==> src/rtl/cfd_pkg.sv <==
package cfd_pkg;

   localparam int unsigned OCTET_W = 8;
   localparam int unsigned WORD_W  = 2 * OCTET_W;
   localparam int unsigned ADDR_W  = 4;
   localparam int unsigned DATA_W  = 8;

   typedef enum logic [0:0] {
      PH_HUNT = 1'b0,
      PH_BODY = 1'b1
   } phase_t;

   typedef struct packed {
      logic [ADDR_W-1:0] addr;
      logic [DATA_W-1:0] data;
   } wr_cmd_t;

endpackage

==> src/rtl/cfd_hdr_match.sv <==
module cfd_hdr_match
   import cfd_pkg::*;
#(
   parameter int unsigned             HDR_LEN = 5,
   parameter logic [8*HDR_LEN-1:0]    HDR_SEQ = 40'h40_4C_44_53_7E
) (
   input  logic               clk,
   input  logic               rst_n,
   input  logic               arm,
   input  logic               byte_vld,
   input  logic [OCTET_W-1:0] byte_in,
   output logic               found
);

   localparam int unsigned IDX_W = (HDR_LEN > 1) ? $clog2(HDR_LEN) : 1;
   localparam logic [IDX_W-1:0] LAST_IDX = IDX_W'(HDR_LEN - 1);
   localparam logic [OCTET_W-1:0] FIRST_BYTE = HDR_SEQ[8*HDR_LEN-1 -: 8];

   generate
      if (HDR_LEN < 2) begin : g_bad_len
         $error("cfd_hdr_match: HDR_LEN must be at least 2");
      end
   endgenerate

   logic [IDX_W-1:0]   idx_q;
   logic [OCTET_W-1:0] want;
   logic               hit;
   logic               step;

   always_comb begin
      want  = HDR_SEQ[8*(HDR_LEN-1-int'(idx_q)) +: 8];
      hit   = (byte_in == want);
      step  = arm && byte_vld;
      found = step && hit && (idx_q == LAST_IDX);
   end

   always_ff @(posedge clk) begin
      if (!rst_n) begin
         idx_q <= '0;
      end else if (step) begin
         if (hit && (idx_q != LAST_IDX))
            idx_q <= idx_q + IDX_W'(1);
         else if (hit)
            idx_q <= '0;
         else if (byte_in == FIRST_BYTE)
            idx_q <= IDX_W'(1);
         else
            idx_q <= '0;
      end
   end

   // the matcher position never runs past the last sequence byte
   a_r3_idx_range: assert property (@(posedge clk) disable iff (!rst_n)
      idx_q <= LAST_IDX);

   // a mismatching first-sequence byte leaves the matcher at position one
   a_r3_restart: assert property (@(posedge clk) disable iff (!rst_n)
      (step && !hit && byte_in == FIRST_BYTE) |=> (idx_q == IDX_W'(1)));

endmodule

==> src/rtl/cfd_word_pack.sv <==
module cfd_word_pack
   import cfd_pkg::*;
#(
   parameter logic [OCTET_W-1:0] TERM_BYTE = 8'h7E
) (
   input  logic               clk,
   input  logic               rst_n,
   input  logic               en,
   input  logic               byte_vld,
   input  logic [OCTET_W-1:0] byte_in,
   output logic               word_vld,
   output logic [WORD_W-1:0]  word,
   output logic               frame_end,
   output logic               trunc
);

   logic               hi_have_q;
   logic [OCTET_W-1:0] hi_q;
   logic               fire;
   logic               is_term;

   always_comb begin
      fire      = en && byte_vld;
      is_term   = (byte_in == TERM_BYTE);
      frame_end = fire && is_term;
      trunc     = frame_end && hi_have_q;
      word_vld  = fire && !is_term && hi_have_q;
      word      = {hi_q, byte_in};
   end

   always_ff @(posedge clk) begin
      if (!rst_n) begin
         hi_have_q <= 1'b0;
         hi_q      <= '0;
      end else if (fire) begin
         if (is_term || hi_have_q) begin
            hi_have_q <= 1'b0;
         end else begin
            hi_have_q <= 1'b1;
            hi_q      <= byte_in;
         end
      end
   end

   // a full word always leaves the packer with no high byte pending
   a_r4_pair_clears: assert property (@(posedge clk) disable iff (!rst_n)
      word_vld |=> !hi_have_q);

endmodule

==> src/rtl/cfd_word_chk.sv <==
module cfd_word_chk
   import cfd_pkg::*;
#(
   parameter bit STRICT_PAD = 1'b1
) (
   input  logic [WORD_W-1:0] word,
   output logic              ok,
   output wr_cmd_t           cmd
);

   logic pad_ok;
   logic inv_ok;

   generate
      if (STRICT_PAD) begin : g_pad_strict
         always_comb pad_ok = !word[15] && !word[7];
      end else begin : g_pad_loose
         always_comb pad_ok = 1'b1;
      end
   endgenerate

   always_comb begin
      inv_ok   = (word[6] != word[5]) && (word[14] != word[13]);
      ok       = pad_ok && inv_ok;
      cmd.addr = word[11:8];
      cmd.data = {word[13:12], word[5:0]};
   end

endmodule

==> src/rtl/cmdframe_dec.sv <==
module cmdframe_dec
   import cfd_pkg::*;
#(
   parameter int unsigned          HDR_LEN    = 5,
   parameter logic [8*HDR_LEN-1:0] HDR_SEQ    = 40'h40_4C_44_53_7E,
   parameter logic [7:0]           TERM_BYTE  = 8'h7E,
   parameter bit                   STRICT_PAD = 1'b1
) (
   input  logic       clk,
   input  logic       rst_n,
   input  logic       rx_valid,
   input  logic [7:0] rx_data,
   output logic       wr_en,
   output logic [3:0] wr_addr,
   output logic [7:0] wr_data,
   output logic       err
);

   generate
      if (OCTET_W != 8 || ADDR_W != 4 || DATA_W != 8) begin : g_bad_widths
         $error("cmdframe_dec: word encoding needs 8-bit bytes, 4-bit address, 8-bit data");
      end
   endgenerate

   phase_t            phase_q;
   logic              hdr_found;
   logic              word_vld;
   logic [WORD_W-1:0] word;
   logic              frame_end;
   logic              trunc;
   logic              word_ok;
   wr_cmd_t           cmd;
   logic              accept;
   logic              reject;

   cfd_hdr_match #(
      .HDR_LEN (HDR_LEN),
      .HDR_SEQ (HDR_SEQ)
   ) u_hdr (
      .clk      (clk),
      .rst_n    (rst_n),
      .arm      (phase_q == PH_HUNT),
      .byte_vld (rx_valid),
      .byte_in  (rx_data),
      .found    (hdr_found)
   );

   cfd_word_pack #(
      .TERM_BYTE (TERM_BYTE)
   ) u_pack (
      .clk       (clk),
      .rst_n     (rst_n),
      .en        (phase_q == PH_BODY),
      .byte_vld  (rx_valid),
      .byte_in   (rx_data),
      .word_vld  (word_vld),
      .word      (word),
      .frame_end (frame_end),
      .trunc     (trunc)
   );

   cfd_word_chk #(
      .STRICT_PAD (STRICT_PAD)
   ) u_chk (
      .word (word),
      .ok   (word_ok),
      .cmd  (cmd)
   );

   always_comb begin
      accept = word_vld && word_ok;
      reject = (word_vld && !word_ok) || trunc;
   end

   always_ff @(posedge clk) begin
      if (!rst_n) begin
         phase_q <= PH_HUNT;
      end else if (phase_q == PH_HUNT) begin
         if (hdr_found) phase_q <= PH_BODY;
      end else if (frame_end) begin
         phase_q <= PH_HUNT;
      end
   end

   always_ff @(posedge clk) begin
      if (!rst_n) begin
         wr_en   <= 1'b0;
         wr_addr <= '0;
         wr_data <= '0;
         err     <= 1'b0;
      end else begin
         wr_en <= accept;
         if (accept) begin
            wr_addr <= cmd.addr;
            wr_data <= cmd.data;
         end
         if (reject) err <= 1'b1;
      end
   end

   // the write strobe never lasts two clocks
   a_r5_one_cycle: assert property (@(posedge clk) disable iff (!rst_n)
      wr_en |=> !wr_en);

   // the error flag never drops without reset
   a_r10_err_sticky: assert property (@(posedge clk) disable iff (!rst_n)
      err |=> err);

   // writes only come from bytes taken in while inside a frame
   a_r2_body_only: assert property (@(posedge clk) disable iff (!rst_n)
      wr_en |-> ($past(phase_q) == PH_BODY));

   // a word that fails its checks writes nothing and flags an error
   a_r6_bad_word: assert property (@(posedge clk) disable iff (!rst_n)
      (word_vld && !word_ok) |=> (!wr_en && err));

   // a half word cut by the terminator flags an error and closes the frame
   a_r9_trunc: assert property (@(posedge clk) disable iff (!rst_n)
      trunc |=> (err && !wr_en && phase_q == PH_HUNT));

   // a terminator on a word boundary closes the frame
   a_r8_close: assert property (@(posedge clk) disable iff (!rst_n)
      (frame_end && !trunc) |=> (phase_q == PH_HUNT && !wr_en));

endmodule

==> config.mk <==
export PLATFORM = sky130hd
export DESIGN_NAME = cmdframe_dec
export DESIGN_NICKNAME = d
export VERILOG_FILES = /design/src/rtl/cfd_pkg.sv /design/src/rtl/cfd_hdr_match.sv /design/src/rtl/cfd_word_pack.sv /design/src/rtl/cfd_word_chk.sv /design/src/rtl/cmdframe_dec.sv
export SDC_FILE = /design/constraint.sdc
export NUM_CORES = 1
export LEC_CHECK = 0
export BUFFER_PORTS_ARGS = -buffer_cell sky130_fd_sc_hd__buf_2
export CORE_MARGIN = 10
export CORE_UTILIZATION = 35
export DETAILED_ROUTE_END_ITERATION = 8
export PLACE_DENSITY = 0.6
export SLEW_MARGIN = 25
export SYNTH_ARGS = -nofsm -noshare
export SYNTH_HDL_FRONTEND = slang
export SYNTH_HIERARCHICAL = 1
export SYNTH_SLANG_ARGS = --single-unit
export TNS_END_PERCENT = 5
==> constraint.sdc <==
create_clock -name clk -period 7.3 [get_ports clk]
set_input_delay 1.46 -clock clk [delete_from_list [all_inputs] [get_ports clk]]
set_output_delay 1.46 -clock clk [all_outputs]
set_load 0.03 [all_outputs]
# [After elaboration in Yosys (flattened, before gate mapping)]
# Cells that the tools add are included.
[totals] n_memories=0 register_bits=27 latch_bits=0 ramBits=0 out_inout_bits=14 inputBits=11 romBits=0
[classes] n_eq_ne=7 n_reduce_logical=21 n_div=0 n_bitwise=2 n_lt_le_gt_ge=0 add_sub_neg=2 muxes=7 mul=0 shifts=1
[op_table] cell="40-bit by 33-bit indexed part select with 8-bit output, first input constant" n=1
[op_table] cell="8-bit by 7-bit equality test with 1-bit output, second input constant" n=2
[op_table] cell="1-bit logical AND" n=14
[op_table] cell="8-bit equality test" n=1
[op_table] cell="3-bit two-way mux" n=2
[op_table] cell="1-bit two-way mux" n=5
[op_table] cell="1-bit zero test" n=4
[op_table] cell="3-bit by 3-bit subtractor with 4-bit output, first input constant" n=1
[op_table] cell="3-bit by 1-bit adder with 3-bit output, second input constant" n=1
[op_table] cell="3-bit equality test, second input constant" n=1
[op_table] cell="3-bit inequality test, second input constant" n=1
[op_table] cell="1-bit logical OR" n=2
[op_table] cell="1-bit inequality test" n=2
[op_table] cell="1-bit inverter" n=2
[op_table] cell="2-bit AND reduction" n=1

# [Logic depth before layout (Yosys ltp)]
[logic_depth] depth_word=7 ltp_mapped=12 depth_no_buf=10

# [By module]
# Netlist, hierarchy kept.
[modules_own_cells] module="cmdframe_dec" cells_each=65 instances=1 area_per_inst_um2=633.1
[modules_own_cells] module="cfd_hdr_match" cells_each=62 instances=1 area_per_inst_um2=488.0
[modules_own_cells] module="cfd_word_pack" cells_each=56 instances=1 area_per_inst_um2=474.2
[modules_own_cells] module="cfd_word_chk" cells_each=15 instances=1 area_per_inst_um2=120.1

# [Least setup slack after synthesis]
# Ideal clock, no wire load.
[synth_timing] kind="input to register" from="input rx_data[4]" to="register u_hdr.idx_q[0]" setup_slack_ns=4.617 setup_ns=0.120 path_stages=4 t_arrival_ns=2.563 required_ns=7.180 n_path_buf=0 cell_sequence="a211o_1 > a2111oi_4 > a31oi_1 > o31a_1"
[synth_between] elab_chain_cells=4
[synth_lines] element="start: declaration" line="cmdframe_dec.sv:12" text="input logic [7:0] rx_data,"
[synth_lines] element="8-bit by 7-bit equality test with 1-bit output" line="cfd_hdr_match.sv:45" text="else if (byte_in == FIRST_BYTE)"
[synth_lines] element="1-bit two-way mux" line="cfd_hdr_match.sv:45"
[synth_lines] element="3-bit two-way mux" line="cfd_hdr_match.sv:43" text="else if (hit)"
[synth_lines] element="3-bit two-way mux (*)" line="cfd_hdr_match.sv:41" text="if (hit && (idx_q != LAST_IDX))"
[synth_lines] element="end signal: assignment" line="cfd_hdr_match.sv:42" text="idx_q <= idx_q + IDX_W'(1);"
[synth_lines] element="end: declaration" line="cfd_hdr_match.sv:25" text="logic [IDX_W-1:0] idx_q;"
# Mark *: on every way between the ends. The rest lies on a longest branch, timed or not.
# A chain may end at the register's enable or synchronous reset.

# [Worst setup path in the final report]
[layout_timing] from="input rx_data[7]" to="register wr_data[3]"
[layout_between] elab_chain_cells=5
[layout_lines] element="8-bit by 7-bit equality test with 1-bit output" line="cfd_word_pack.sv:24" text="is_term = (byte_in == TERM_BYTE);"
[layout_lines] element="1-bit zero test" line="cfd_word_pack.sv:27" text="word_vld = fire && !is_term && hi_have_q;"
[layout_lines] element="1-bit logical AND (2 in a row)" line="cfd_word_pack.sv:27"
[layout_lines] element="via word_vld" line="cmdframe_dec.sv:27" text="logic word_vld;"
[layout_lines] element="1-bit logical AND" line="cmdframe_dec.sv:71" text="accept = word_vld && word_ok;"
[layout_lines] element="end signal: assignment" line="cmdframe_dec.sv:95" text="wr_data <= cmd.data;"
[layout_lines] element="end: declaration" line="cmdframe_dec.sv:15" text="output logic [7:0] wr_data,"
# The timed path passes the listed nets, and every way through them passes these cells.

==> metrics.yaml <==
path_clk_slew_ns: 0.10
cts_resized: 0
gp_congestion: 0.844
maxCapViolations: 0
top_layer: "met4"
start_util: 0.363
dp_hpwl_mm: 2.54
synth_area_sq_um: 1720
syn_inst: 198
fin_nets: 209
post-synth-top-count-cell: "nand2_1"
dr_wl_met2_mm: 1.44
synth_area_leaders: "dfxtp_1 (32%), buf_4 (11%), nand2_1 (7.4%)"
yosysWarnings: 6
final_antenna_net_count: 0
async_reset_ff_frac: 0
grt_pass1_vias: 1223
fin_tns_setup_ns: 0
rows: 25
cts_tree: "yes"
cts_buffers: 3
syn_to_final_growth_pct: 0.875
die_y_microns: 90.0
remaining_drc_errors: 0
status: "finished clean"
powerDensity_nw_per_um2: 147
clockPowerShare: 0.344
startpoint: "rx_data[7]"
ys.flop_type: "dfxtp_1"
vdd_drop_max_mv: 0.0875
synth_nets: 212
finalSetupViolations: 0
ys_types: 45
grt.total_usage: 0.0844
crit_arrival_ns: 3.19
clock_latency_ns: 0.27
antenna_found_initial: 0
core_area_sq_um: 4720
crit_required_ns: 7.47
p_leak_nw: 0.601
die_w_microns: 90.0
vias: 1321
ios: 25
synth_top_area_frac: 0.315
overflow: 0
clock_path_buffers: 2
slew_violations: 0
path_cells: "buf_2, nand4b_1, or2_1, nor2b_1, and2_4, o21ai_1"
place_area_sq_um: 1670
grt_pass1_wl_mm: 5.97
layout-drive-gt1-share: 0.232
fin_area_sq_um: 1730
num_antenna_cells: 0
port_buffers: 24
drt_iter0_markers: 64
cp_slowest_cell: "nor2b_1"
die_area_sq_um: 8100
cp-start-kind: "input pin"
cts_hold_buf: 0
critPathCaptureType: "flop"
p_int_mw: 0.192
clock-sinks: 27
wl_met3_microns: 166
ys_seq_area_frac: 0.315
finalClockSkew_ns: 0.00344
cp_max_fo: 15
rsz0062_at_grt: "no"
first_pass_iters: 4
wl_per_cell_microns: 13.5
avgSynthCellArea_sq_um: 8.66
cts_setup_buffers: 0
worstMarginPinSlew_ns: 0.929
relSlewSlack: 0.380
hold_viol_final: 0
synth-seq-cells: 27
reg2reg_from: "u_hdr/idx_q[0]$_SDFFE_PN0P_"
yosysTopAreaCell: "dfxtp_1"
combPwrFrac: 0.075
synth_edf_count: 0
wl_met1_mm: 1.86
switchingPower_mw: 0.0618
routed_wl_mm: 3.52
hold_class: "reg2reg"
grt_max_degree: 50
ctsRootBufferMaster: "clkbuf_8"
min_from: "wr_data[4]$_SDFFE_PN0P_"
min_period_ns: 3.02
p_seq_frac: 0.581
max_freq_mhz: 331
worstSetupPathType: "in2reg"
swShare: 0.244
htree_levels: 1
slowest_delay_ns: 0.75
via_per_inst: 5.06
yosys-top-cells-count: "nand2_1 (34), dfxtp_1 (27), buf_4 (24), nand4_1 (15), o21ai_2 (11)"
min_period_over_period: 0.414
==> layout by cell type (no fill, tap or decap), types with 3 or more instances in the layout <==
cell	netlist	final
nand2_1	34	34
dfxtp_1	27	27
buf_2	4	24
nand4_1	15	15
o21ai_2	11	11
mux2i_1	8	8
inv_1	5	5
nor2b_1	5	5
nor2_1	5	5
nand3_1	5	5
clkbuf_8	0	3
o21a_1	3	3
nor4b_1	3	3
nor3b_1	3	3
nor3_1	3	3
ha_1	3	3
==> per-stage QoR <==
step | hold WS [ns] | std cells | utilization | setup slack, ns | power [mW]
after global routing | 0.475 | 261 | 0.366 | 4.14 | 0.264
after global placement | 0.446 | 257 | 0.354 | 4.04 | 0.169
after CTS | 0.458 | 261 | 0.365 | 4.28 | 0.257
after detailed placement | 0.444 | 257 | 0.354 | 3.98 | 0.169
final | 0.451 | 261 | 0.366 | 4.28 | 0.254
after floorplan | 0.435 | 198 | - | 4.62 | 0.167
==> registers in the layout, indices dropped and copies added, names as in the netlist <==
register	cells
u_pack/hi_q	8
wr_data	8
wr_addr	4
u_hdr/idx_q	3
err	1
phase_q	1
u_pack/hi_have_q	1
wr_en	1
==> worst max-delay path, delay by kind of cell <==
kind / cells / cell delay (ns)
compound gates: 1 / 0.09
buf+inv: 1 / 0.17
simple gates: 4 / 1.46
==> cell families after synthesis <==
group	after synthesis	synth area share
buffers and inverters	37	0.155
adder cells (fa/ha/maj)	3	0.0219
multiplexers	8	0.0467
AO/OA/AOI/OAI	32	0.160
XOR/XNOR	3	0.0153
AND/OR/NAND/NOR	88	0.286
flip-flops	27	0.315
==> per-layer routing <==
metal,track usage,vias up
li1,-,678
met1,0.119,609
met2,0.120,30
met3,0.0158,4
met4,0.0371,0
met5,0,-
==> power groups by stage <==
stage / combinational [mW] / sequential, mW / clock [mW]
2_1_floorplan: 0.0166 / 0.151 / 0
3_3_place_gp: 0.0187 / 0.151 / 0
3_5_place_dp: 0.0188 / 0.151 / 0
4_1_cts: 0.0188 / 0.147 / 0.0913
5_1_grt: 0.0213 / 0.147 / 0.0954
6_report: 0.0191 / 0.147 / 0.0872
==> worst paths after layout <==
path	to	cells after the start	slack [ns]
max	wr_data[3]$_SDFFE_PN0P_	6	4.28
min	wr_data[4]$_SDFFE_PN0P_	2	0.45
max reg2reg	phase_q$_SDFF_PN0_	10	4.43
min reg2reg	wr_data[4]$_SDFFE_PN0P_	2	0.45
==> final cells by class <==
cell class	count	area (sq um)
clock inverter	1	7.51
clock buffer	3	41.3
fill	504	2990
sequential	27	541
tap	67	83.8
multi-input combinational	134	918
timing repair buffer	24	120
inverter	5	18.8
Power figures use the tool's default switching activity.
